### config.mk
export PLATFORM = sky130hd
export DESIGN_NAME = bus_gap_unit
export DESIGN_NICKNAME = d
export VERILOG_FILES = /design/src/rtl/bus_gap_pkg.sv /design/src/rtl/bus_gap_ctrl.sv /design/src/rtl/bus_gap_datapath.sv /design/src/rtl/bus_gap_unit.sv
export SDC_FILE = /design/constraint.sdc
export NUM_CORES = 1
export LEC_CHECK = 0
export ABC_CLOCK_PERIOD_IN_PS = 4330
export CORE_MARGIN = 5
export CORE_UTILIZATION = 50
export DETAILED_ROUTE_END_ITERATION = 10
export GPL_ROUTABILITY_DRIVEN = 1
export HOLD_SLACK_MARGIN = 0.12
export PLACE_DENSITY_LB_ADDON = 0.2
export SLEW_MARGIN = 20
export SYNTH_ARGS = -nofsm -noshare
export SYNTH_HDL_FRONTEND = slang
export SYNTH_HIERARCHICAL = 1
export SYNTH_SLANG_ARGS = --single-unit
### constraint.sdc
create_clock -name clk -period 4.33 [get_ports clk]
set_clock_uncertainty 0.1 [all_clocks]
set_input_delay 1.299 -clock clk [delete_from_list [all_inputs] [get_ports clk]]
set_output_delay 1.299 -clock clk [all_outputs]
set_load 0.1 [all_outputs]
### src/rtl/bus_gap_pkg.sv
package bus_gap_pkg;

  typedef enum logic [1:0] {
    GAP_NONE = 2'd0,
    GAP_RANK = 2'd1,
    GAP_W2R  = 2'd2,
    GAP_R2W  = 2'd3
  } gapKind_e;

  typedef struct packed {
    logic     load;
    gapKind_e kind;
  } gapCtl_t;

endpackage

### src/rtl/bus_gap_ctrl.sv
module bus_gap_ctrl
  import bus_gap_pkg::*;
#(
  parameter int RANKS  = 4,
  localparam int RANK_W = (RANKS > 1) ? $clog2(RANKS) : 1
) (
  input  logic              clk,
  input  logic              rstN,
  input  logic              issueValid,
  input  logic [RANK_W-1:0] issueRank,
  input  logic              issueWrite,
  input  logic              typeSwitch,
  output gapCtl_t           ctl,
  output logic [RANK_W-1:0] activeRank
);

  logic rankChange;
  assign rankChange = (issueRank != activeRank);

  always_comb begin
    ctl.load = issueValid;
    ctl.kind = GAP_NONE;
    if (issueValid) begin
      if (rankChange)      ctl.kind = GAP_RANK;
      else if (typeSwitch) ctl.kind = issueWrite ? GAP_R2W : GAP_W2R;
      else                 ctl.kind = GAP_NONE;
    end
  end

  always_ff @(posedge clk) begin
    if (!rstN)           activeRank <= '0;
    else if (issueValid) activeRank <= issueRank;
  end


  rank_follow_chk: assert property (@(posedge clk) disable iff (!rstN)
    issueValid |=> activeRank == $past(issueRank));


  rank_hold_chk: assert property (@(posedge clk) disable iff (!rstN)
    !issueValid |=> $stable(activeRank));


  switch_rank_chk: assert property (@(posedge clk) disable iff (!rstN)
    (issueValid && typeSwitch && rankChange) |-> ctl.kind == GAP_RANK);

endmodule

### src/rtl/bus_gap_datapath.sv
module bus_gap_datapath
  import bus_gap_pkg::*;
#(
  parameter int TIME_W  = 32,
  parameter int T_BURST = 4,
  parameter int T_CS    = 2,
  parameter int T_WTR   = 4,
  parameter int T_CL    = 5,
  parameter int T_RTW   = 2
) (
  input  logic              clk,
  input  logic              rstN,
  input  gapCtl_t           ctl,
  output logic [TIME_W-1:0] nowCycle,
  output logic [TIME_W-1:0] busyUntil,
  output logic              busy
);

  localparam logic [TIME_W-1:0] BurstLen = TIME_W'(T_BURST);
  localparam logic [TIME_W-1:0] RankGap  = TIME_W'(T_CS);
  localparam logic [TIME_W-1:0] W2rGap   = TIME_W'(T_WTR + T_CL);
  localparam logic [TIME_W-1:0] R2wGap   = TIME_W'(T_RTW);

  logic [TIME_W-1:0] gapLen;
  logic [TIME_W-1:0] baseCycle;

  always_comb begin
    unique case (ctl.kind)
      GAP_RANK: gapLen = RankGap;
      GAP_W2R:  gapLen = W2rGap;
      GAP_R2W:  gapLen = R2wGap;
      default:  gapLen = '0;
    endcase
  end

  assign baseCycle = (busyUntil > nowCycle) ? busyUntil : nowCycle;
  assign busy      = (nowCycle < busyUntil);

  always_ff @(posedge clk) begin
    if (!rstN) begin
      nowCycle  <= '0;
      busyUntil <= '0;
    end else begin
      nowCycle <= nowCycle + 1'b1;
      if (ctl.load) busyUntil <= baseCycle + gapLen + BurstLen;
    end
  end


  reset_zero_chk: assert property (@(posedge clk)
    $rose(rstN) |-> (nowCycle == '0 && busyUntil == '0));


  cycle_step_chk: assert property (@(posedge clk) disable iff (!rstN)
    1'b1 |=> nowCycle == $past(nowCycle) + 1'b1);


  busy_hold_chk: assert property (@(posedge clk) disable iff (!rstN)
    !ctl.load |=> $stable(busyUntil));


  burst_floor_chk: assert property (@(posedge clk) disable iff (!rstN)
    ctl.load |=> busyUntil >= $past(nowCycle) + BurstLen);

endmodule

### src/rtl/bus_gap_unit.sv
module bus_gap_unit
  import bus_gap_pkg::*;
#(
  parameter int RANKS   = 4,
  parameter int TIME_W  = 32,
  parameter int T_BURST = 4,
  parameter int T_CS    = 2,
  parameter int T_WTR   = 4,
  parameter int T_CL    = 5,
  parameter int T_RTW   = 2,
  localparam int RANK_W = (RANKS > 1) ? $clog2(RANKS) : 1
) (
  input  logic              clk,
  input  logic              rstN,
  input  logic              issueValid,
  input  logic [RANK_W-1:0] issueRank,
  input  logic              issueWrite,
  input  logic              typeSwitch,
  output logic [TIME_W-1:0] nowCycle,
  output logic [TIME_W-1:0] busyUntil,
  output logic [RANK_W-1:0] activeRank,
  output logic              busy
);

  gapCtl_t ctl;

  bus_gap_ctrl #(.RANKS(RANKS)) ctrl_i (
    .clk(clk), .rstN(rstN), .issueValid(issueValid), .issueRank(issueRank),
    .issueWrite(issueWrite), .typeSwitch(typeSwitch), .ctl(ctl),
    .activeRank(activeRank)
  );

  bus_gap_datapath #(
    .TIME_W(TIME_W), .T_BURST(T_BURST), .T_CS(T_CS), .T_WTR(T_WTR),
    .T_CL(T_CL), .T_RTW(T_RTW)
  ) dp_i (
    .clk(clk), .rstN(rstN), .ctl(ctl), .nowCycle(nowCycle),
    .busyUntil(busyUntil), .busy(busy)
  );

endmodule

== After elaboration in Yosys (flattened, before gate mapping) ==
Cells that the tools add are included.
W data, S select, Z words.
Cells by class
  $add $sub $neg: 3
  reduce and logical (&&, ||, !) cells: 1
  div/mod/pow operators: 0
  multiplexer cells: 6
  order comparisons: 2
  bitwise logic cells: 0
  multipliers: 0
  equality and inequality tests: 4
  shift-type cells: 0
Operators with widths (number)
  $add A32 B1 Y32 const B: 1
  $add A32 B3 Y32 const B: 1
  $add A32 B4 Y32: 1
  $gt A32 B32 Y1: 1
  $lt A32 B32 Y1: 1
  $mux W32: 1
  $pmux W4 S2: 1
  $mux W2: 3
  $eq A2 B2 Y1 const B: 2
  $eq A2 B1 Y1 const B: 1
  $ne A2 B2 Y1: 1
  $reduce_or A2 Y1: 1
  $mux W1: 1
Word-level totals
  bits in read-only memories: 0
  memories kept: 0
  input port bits: 7
  output and inout bits: 67
  flip-flop bits (word level): 66
  latch bits: 0
  memory bits (writable): 0
  word-level logic and storage cells: 19

== Logic depth before layout (Yosys ltp) ==
Gate-level depths: netlist of the first run.
  depth in word-level cells: 9
  mapped depth: 24
  mapped depth without buffers: 20

== Cells and area by module ==
Netlist of the first run, hierarchy kept.
Modules (own cells, without submodules)
  bus_gap_datapath: area an instance 4857.2 um^2, cells an instance 649, sequential area each 1281.2 um^2, instances 1
  bus_gap_ctrl: area an instance 120.1 um^2, cells an instance 13, sequential area each 40.0 um^2, instances 1

== Worst setup path after synthesis of the first run ==
OpenSTA, ideal clock, no wires.
  path type: register to register
  start: register dp_i.busyUntil[23]
  end: register dp_i.busyUntil[30]
  stages on the path, launching flop included: 23
  period minus slack after synthesis: 5.640 ns
  required time: 4.159 ns
  path buffers: 2
  slack: -1.310 ns
  library setup time: 0.071 ns
  data arrival time: 5.468 ns
  cells stage by stage: dfxtp_1 > inv_1 > ha_1 > a21oi_1 > o21ai_1 > a2111oi_2 > o21ai_1 > or2_1 > buf_2 > inv_2 > buf_2 > nand2_1 > nand2_1 > ha_1 > fa_1 > or2_1 > nor2_1 > or4_4 > or4_1 > nor2_1 > and3_1 > a21oi_1 > o21ai_1
On the way
  word-level cells in the longest chain between the ends: 4
Ends and longest elaborated chain
  from (decl): RTL line bus_gap_datapath.sv:15  | output logic [TIME_W-1:0] busyUntil,
  from (signal assigned): RTL line bus_gap_datapath.sv:45  | if (ctl.load) busyUntil <= baseCycle + gapLen + BurstLen;
  $gt A32 B32 Y1: RTL line bus_gap_datapath.sv:36  | assign baseCycle = (busyUntil > nowCycle) ? busyUntil : nowCycle;
  $mux W32 *: RTL line bus_gap_datapath.sv:36
  $add A32 B4 Y32 *: RTL line bus_gap_datapath.sv:45
  $add A32 B3 Y32 *: RTL line bus_gap_datapath.sv:45
Every way passes the cells marked *; elsewhere a longest branch is shown, timed or not.
A chain may end at the register's enable or synchronous reset.

== Final worst setup path of the first run ==
  start: register dp_i.busyUntil[17]
  end: output port busy
On the way
  word-level cells in the longest chain between the ends: 1
Ends and longest elaborated chain
  $lt A32 B32 Y1: RTL line bus_gap_datapath.sv:37  | assign busy = (nowCycle < busyUntil);
  to (decl): RTL line bus_gap_unit.sv:22  | output logic busy
Every way passes these cells.

==> results of run 1 <==
[final cells by class]
type | instances | share of cell area [%]
timing repair buffer | 131 | 17.83
clock buffer | 12 | 2.198
inverter | 36 | 2.122
clock inverter | 4 | 0.2842
multi-input combinational | 518 | 52.63
sequential | 66 | 22.41
tap | 133 | 2.520
[timing repair]
action / in CTS / in global routing
resized for setup: 1 / 16
pin swaps: 0 / 11
setup buffers: 0 / 5
endpoints found under the setup margin: 1 / 15
[per-layer routing]
layer | routed length [µm] | GRT usage [%] | up-vias
met5 | 0 | 0 | -
li1 | - | - | 2571
met1 | 7296 | 37.41 | 2587
met4 | 280 | 10.86 | 0
met2 | 7769 | 44.16 | 256
met3 | 1383 | 4.698 | 31
[sequential cells by signal, summed over array words and instances (netlist names)]
name and flops:
ctrl_i/activeRank 2, dp_i/busyUntil 32, dp_i/nowCycle 32
[where the power goes]
group	switching (mW)	leakage [nW]	internal [mW]	total, mW
clock network	0.253	0.0876	0.219	0.472
logic	0.838	1.80	0.373	1.21
registers	0.0452	0.575	0.636	0.681
[cells by family after synthesis]
group,Yosys count
AO/OA/AOI/OAI,145
buffers and inverters,78
XOR/XNOR,49
multiplexers,9
AND/OR/NAND/NOR,279
adder cells (fa/ha/maj),36
flip-flops,66
[through the flow]
step	instances	hold slack (ps)	area [µm²]	setup TNS, ps
2_1_floorplan	662	518.2	5258	-634.9
3_3_place_gp	879	376.8	6332	-517.4
3_5_place_dp	879	367.5	6332	-2017
4_1_cts	895	376.7	6500	0
5_1_grt	900	424.5	6604	-44.39
6_report	900	381.0	6604	0
[path summary, 6_finish.rpt]
kind | from | to | slack, ps | depth (start not counted)
hold / removal | dp_i/busyUntil[30]$_SDFFE_PN0P_ | dp_i/busyUntil[30]$_SDFFE_PN0P_ | 380 | 2
setup / recovery | dp_i/busyUntil[17]$_SDFFE_PN0P_ | busy | 120 | 10
setup reg to reg | dp_i/busyUntil[17]$_SDFFE_PN0P_ | dp_i/busyUntil[25]$_SDFFE_PN0P_ | 150 | 21
hold reg to reg | dp_i/busyUntil[30]$_SDFFE_PN0P_ | dp_i/busyUntil[30]$_SDFFE_PN0P_ | 380 | 2
[tightest hold or removal path: cells and delay by family, from the launching register on]
kind | cells | cell delay (ps)
and+or+nand+nor | 1 | 60
AOI/OAI and AO/OA | 1 | 60
DFF | 1 | 330
[cells in the final DEF, fill, tap and decap left out, types with 27 or more instances in the layout]
cell type	n
inv_1	29
dfxtp_2	31
ha_1	30
o21ai_1	30
clkdlybuf4s50_1	70
nand3_1	32
nor2_1	64
dfxtp_4	32
nand2_1	79
buf_4	57
a21oi_1	27
==> flow_summary_export.csv, run 1 <==
group,metric,value,unit
placed_design,hpwl,12060,µm
detailed_routing,ant_nets,0,
min_path,min_path_type,"reg -> reg",
cells_and_area,fill_cells,838,
cells_and_area,final_util,67.88,%
synthesis,synth-xor-area-share,8.622,%
synthesis,synthTopCellsByArea,"dfxtp_1 27%, ha_1 8.8%, nand2_1 6.0%",
grt,antenna_found_initial,0,
timing,fmax,0.2376,GHz
detailed_routing,post-route-drc-count,0,
cells_and_area,regArea,0.001480,mm²
timing,finalSetupViolCount,0,
timing,fin_ws,121.1,ps
synthesis,synth_fa_ha_area_share,9.201,%
detailed_routing,vias,5445,
cts,path_clk_slew,80,ps
detailed_routing,drt_pre_antenna_iters,7,
power_and_ir_drop,p_leak,2.461,nW
grt,grt_overflow,0,
timing,worstMarginPinSlew,992.7,ps
cts,clock_path_buffers,2,
critical_path,crit_path_start_kind,"flop",
cells_and_area,area_growth,32.68,%
synthesis,synth_top_area_share,26.55,%
timing,max_slew_margin,33.61,%
critical_path,critPathMaxFanout,45,
synthesis,synth_top_cell_by_area,"dfxtp_1",
critical_path,end_kind,"primary output",
critical_path,cp_top_family,"compound AO/OA/AOI/OAI gates",
cells_and_area,drive_above_1_share,23.47,%
grt,gr-usage-all-layers,27.76,%
timing,hold_violations,0,
synthesis,synth_edf_count,0,
grt,grt_pass1_vias,5147,
floorplan,die_y,109.8,µm
synthesis,yosys.area_share.simple,28.13,%
floorplan,start_util,51.16,%
grt,grt_max_degree,56,
critical_path,crit_required,2930,ps
synthesis,syn_area_per_cell,7.519,µm²
synthesis,syn_area,0.004977,mm²
cts,cts_inserted_buffers,9,
synthesis,ys_seq_area_share,26.55,%
run_status,outcome,"complete, no violations",
synthesis,synthCells,662,
placed_design,place_ws,-277.1,ps
placed_design,io_buffers,73,
critical_path,max_stage_delay,370,ps
cts,h-tree-depth,3,
flow_run,cap_viol_max_count,0,
synthesis,synth_seq_cells,66,
detailed_routing,viasPerCell,6.050,
critical_path,crit_chain,"inv_2 -> ha_1 -> a21oi_2 -> o21ai_2 -> a2111oi_2 -> o21ai_1 -> or2_4 -> inv_4 -> buf_6 -> buf_12",
grt,grt_pass1_wl,26310,µm
synthesis,synth_common_cells,"79 x nand2_1, 66 x dfxtp_1, 65 x nor2_1, 35 x ha_1, 35 x inv_1",
cts,cts-root-buf,"clkbuf_8",
detailed_routing,drtIter0Drc,539,
power_and_ir_drop,ir_drop,0.0002166,V
synthesis,synth_ff_type,"dfxtp_1",
placed_design,routabilityCongestion,0.9606,
cts,numClockSinks,66,
synthesis,synthMuxAreaShare,1.835,%
power_and_ir_drop,p_total,2.364,mW
cts,cts-hold-fix-buffers,0,
timing,period_share,97.20,%
floorplan,ioPinCount,74,
synthesis,ys_warn_count,6,
cells_and_area,diodes,0,
detailed_routing,drt-total-wl,16730,µm
synthesis,synth_compound_area_share,19.05,%
floorplan,core.rowCount,36,
cts,cts_tree,"built",
power_and_ir_drop,power.density,358.0,mW/mm²
cells_and_area,multi_input_area,0.003476,mm²
synthesis,syn_nets,705,
synthesis,synth_top_family_by_area,"simple AND/OR/NAND/NOR gates",
critical_path,crit_buf_inv,4,
synthesis,synthArstFlopShare,0,%
synthesis,yosysMostFrequentCell,"nand2_1",
timing,finalWorstPathRequiredPeriod,4209,ps
floorplan,die-area,0.01205,mm²
floorplan,die_x,109.8,µm
critical_path,arrival,2810,ps
critical_path,critical_path_class,"reg -> out",
detailed_routing,avgRoutedWirePerCell,18.59,µm
synthesis,yosysUniqueCellTypes,67,
critical_path,critPathSlowestCell,"dfxtp_4",
floorplan,core_area,0.009729,mm²
timing,slew_viol_final,0,
cells_and_area,nets,805,
cts,clkLatencyLatePin,360,ps
No activity file was read; power rests on OpenSTA's default activity.
==> inputs of run 2 (changes only) <==
- PLACE_DENSITY_LB_ADDON: 0.2 -> 0.1
==> flow_summary_export.csv, run 2 (synthesis gave the netlist of run 1 again) <==
group,metric,value,unit
run_status,outcome,"complete, no violations",
timing,slew_viol_final,0,
grt,grt_pass1_vias,4936,
cells_and_area,layout_commonest_cell,"nand2_1",
placed_design,place_ws,-280.2,ps
cells_and_area,final_util,67.03,%
floorplan,core.rowCount,36,
cells_and_area,top_regs,"dp_i/busyUntil (32), dp_i/nowCycle (32), ctrl_i/activeRank (2)",
floorplan,die-area,0.01205,mm²
cts,cts-root-buf,"clkbuf_8",
critical_path,crit_required,4510,ps
detailed_routing,avgRoutedWirePerCell,18.19,µm
detailed_routing,drt_pre_antenna_iters,5,
power_and_ir_drop,ir_drop,0.0002223,V
power_and_ir_drop,p_leak,2.408,nW
placed_design,routabilityCongestion,0.8881,
cts,cts_inserted_buffers,9,
critical_path,crit_path_start_kind,"flop",
power_and_ir_drop,power.density,358.3,mW/mm²
critical_path,crit_chain,"inv_2 -> ha_1 -> a21oi_1 -> o21ai_1 -> a2111oi_2 -> o21ai_1 -> or2_4 -> nand2_1 -> o21ai_1 -> ha_1 -> o21a_1 -> nand4_4 -> or4_4 -> or4_4 -> nor2_2 -> and3_1 -> a21oi_1 -> o21ai_1",
placed_design,hpwl,11810,µm
cells_and_area,diodes,0,
timing,rsz0062_at_grt,"true",
min_path,min_path_type,"reg -> reg",
timing,finalWorstPathRequiredPeriod,4219,ps
cts,cts-hold-fix-buffers,0,
critical_path,end_kind,"flop",
cells_and_area,mostFrequentLayoutCells,"79 x nand2_1, 71 x clkdlybuf4s50_1, 64 x nor2_1, 52 x buf_4",
cells_and_area,area_growth,31.02,%
critical_path,critical_path_class,"reg -> reg",
floorplan,die_y,109.8,µm
critical_path,arrival,4390,ps
floorplan,start_util,51.16,%
cts,clock_path_buffers,2,
cells_and_area,nets,800,
flow_run,cap_viol_max_count,0,
placed_design,io_buffers,73,
detailed_routing,post-route-drc-count,0,
critical_path,critPathMaxFanout,9,
cells_and_area,drive_above_1_share,22.05,%
timing,whs,395.4,ps
timing,fin_ws,111.1,ps
cts,h-tree-depth,3,
floorplan,die_x,109.8,µm
grt,grt_overflow,0,
critical_path,cpMostUsedCell,"o21ai_1",
floorplan,core_area,0.009729,mm²
timing,finalSetupViolCount,0,
detailed_routing,drt-total-wl,16280,µm
detailed_routing,viasPerCell,5.994,
timing,fmax,0.2370,GHz
floorplan,ioPinCount,74,
timing,max_slew_margin,33.32,%
grt,grt_pass1_wl,25720,µm
timing,hold_violations,0,
grt,grt_max_degree,56,
cts,path_clk_slew,70,ps
detailed_routing,ant_nets,0,
critical_path,rrSetupSlack,110,ps
detailed_routing,drtIter0Drc,411,
timing,period_share,97.43,%
critical_path,critPathSlowestCell,"or4_4",
grt,antenna_found_initial,0,
cts,cts_tree,"built",
detailed_routing,vias,5365,
grt,gr-usage-all-layers,27.33,%
cts,clkLatencyLatePin,360,ps
critical_path,max_stage_delay,550,ps
cts,numClockSinks,66,
timing,worstMarginPinSlew,997.0,ps
-- run 2: cell type report --
cell class	count	area (µm²)
Sequential cell	66	1480
Fill cell	875	3208
Inverter	36	140.1
Multi-Input combinational cell	518	3443
Timing Repair Buffer	126	1137
Tap cell	133	166.4
Clock buffer	11	131.4
Clock inverter	5	22.52
-- run 2: path summary, 6_finish.rpt --
path / startpoint / to / cells past startpoint
hold reg to reg: dp_i/busyUntil[30]$_SDFFE_PN0P_ / dp_i/busyUntil[30]$_SDFFE_PN0P_ / 2
hold / removal: dp_i/busyUntil[30]$_SDFFE_PN0P_ / dp_i/busyUntil[30]$_SDFFE_PN0P_ / 2
setup reg to reg: dp_i/busyUntil[17]$_SDFFE_PN0P_ / dp_i/busyUntil[30]$_SDFFE_PN0P_ / 18
setup / recovery: dp_i/busyUntil[17]$_SDFFE_PN0P_ / dp_i/busyUntil[30]$_SDFFE_PN0P_ / 18
-- run 2: worst max-delay path, delay by kind of cell, from the launching register on --
family	cells	cell delay, ps
simple gates	7	1800
compound gates	8	1200
buf+inv	1	40
fa+ha+maj	2	590
flops	1	380
-- run 2: where the power goes --
part	internal (mW)	leakage [nW]	switching [mW]
sequential	0.636	0.575	0.0457
combinational	0.372	1.75	0.835
clock	0.201	0.0819	0.246
total	1.21	2.41	1.13
-- run 2: what timing repair did --
item                       4_1_cts  5_1_grt
buffers inserted                 0        2
gates resized for setup          1        8
pin swaps                        0        6
setup endpoints to repair        1       24
-- run 2: metrics by stage --
| stage | instances | total power, mW | instance area, µm² | TNS [ps] |
|---|---|---|---|---|
| after CTS | 893 | 2.311 | 6475 | 0 |
| final | 895 | 2.337 | 6521 | 0 |
| after detailed placement | 877 | 1.858 | 6317 | -2495 |
| after global placement | 877 | 1.842 | 6317 | -857.5 |
| after global routing | 895 | 2.455 | 6521 | -74.32 |
| after floorplan | 662 | 1.591 | 5258 | -634.9 |
-- run 2: per-layer routing --
| layer | wire length [µm] | track usage, % |
|---|---|---|
| met1 | 7407 | 37.63 |
| met2 | 7316 | 43.50 |
| met3 | 1192 | 4.287 |
| met4 | 360 | 9.172 |
| met5 | 0 | 0 |
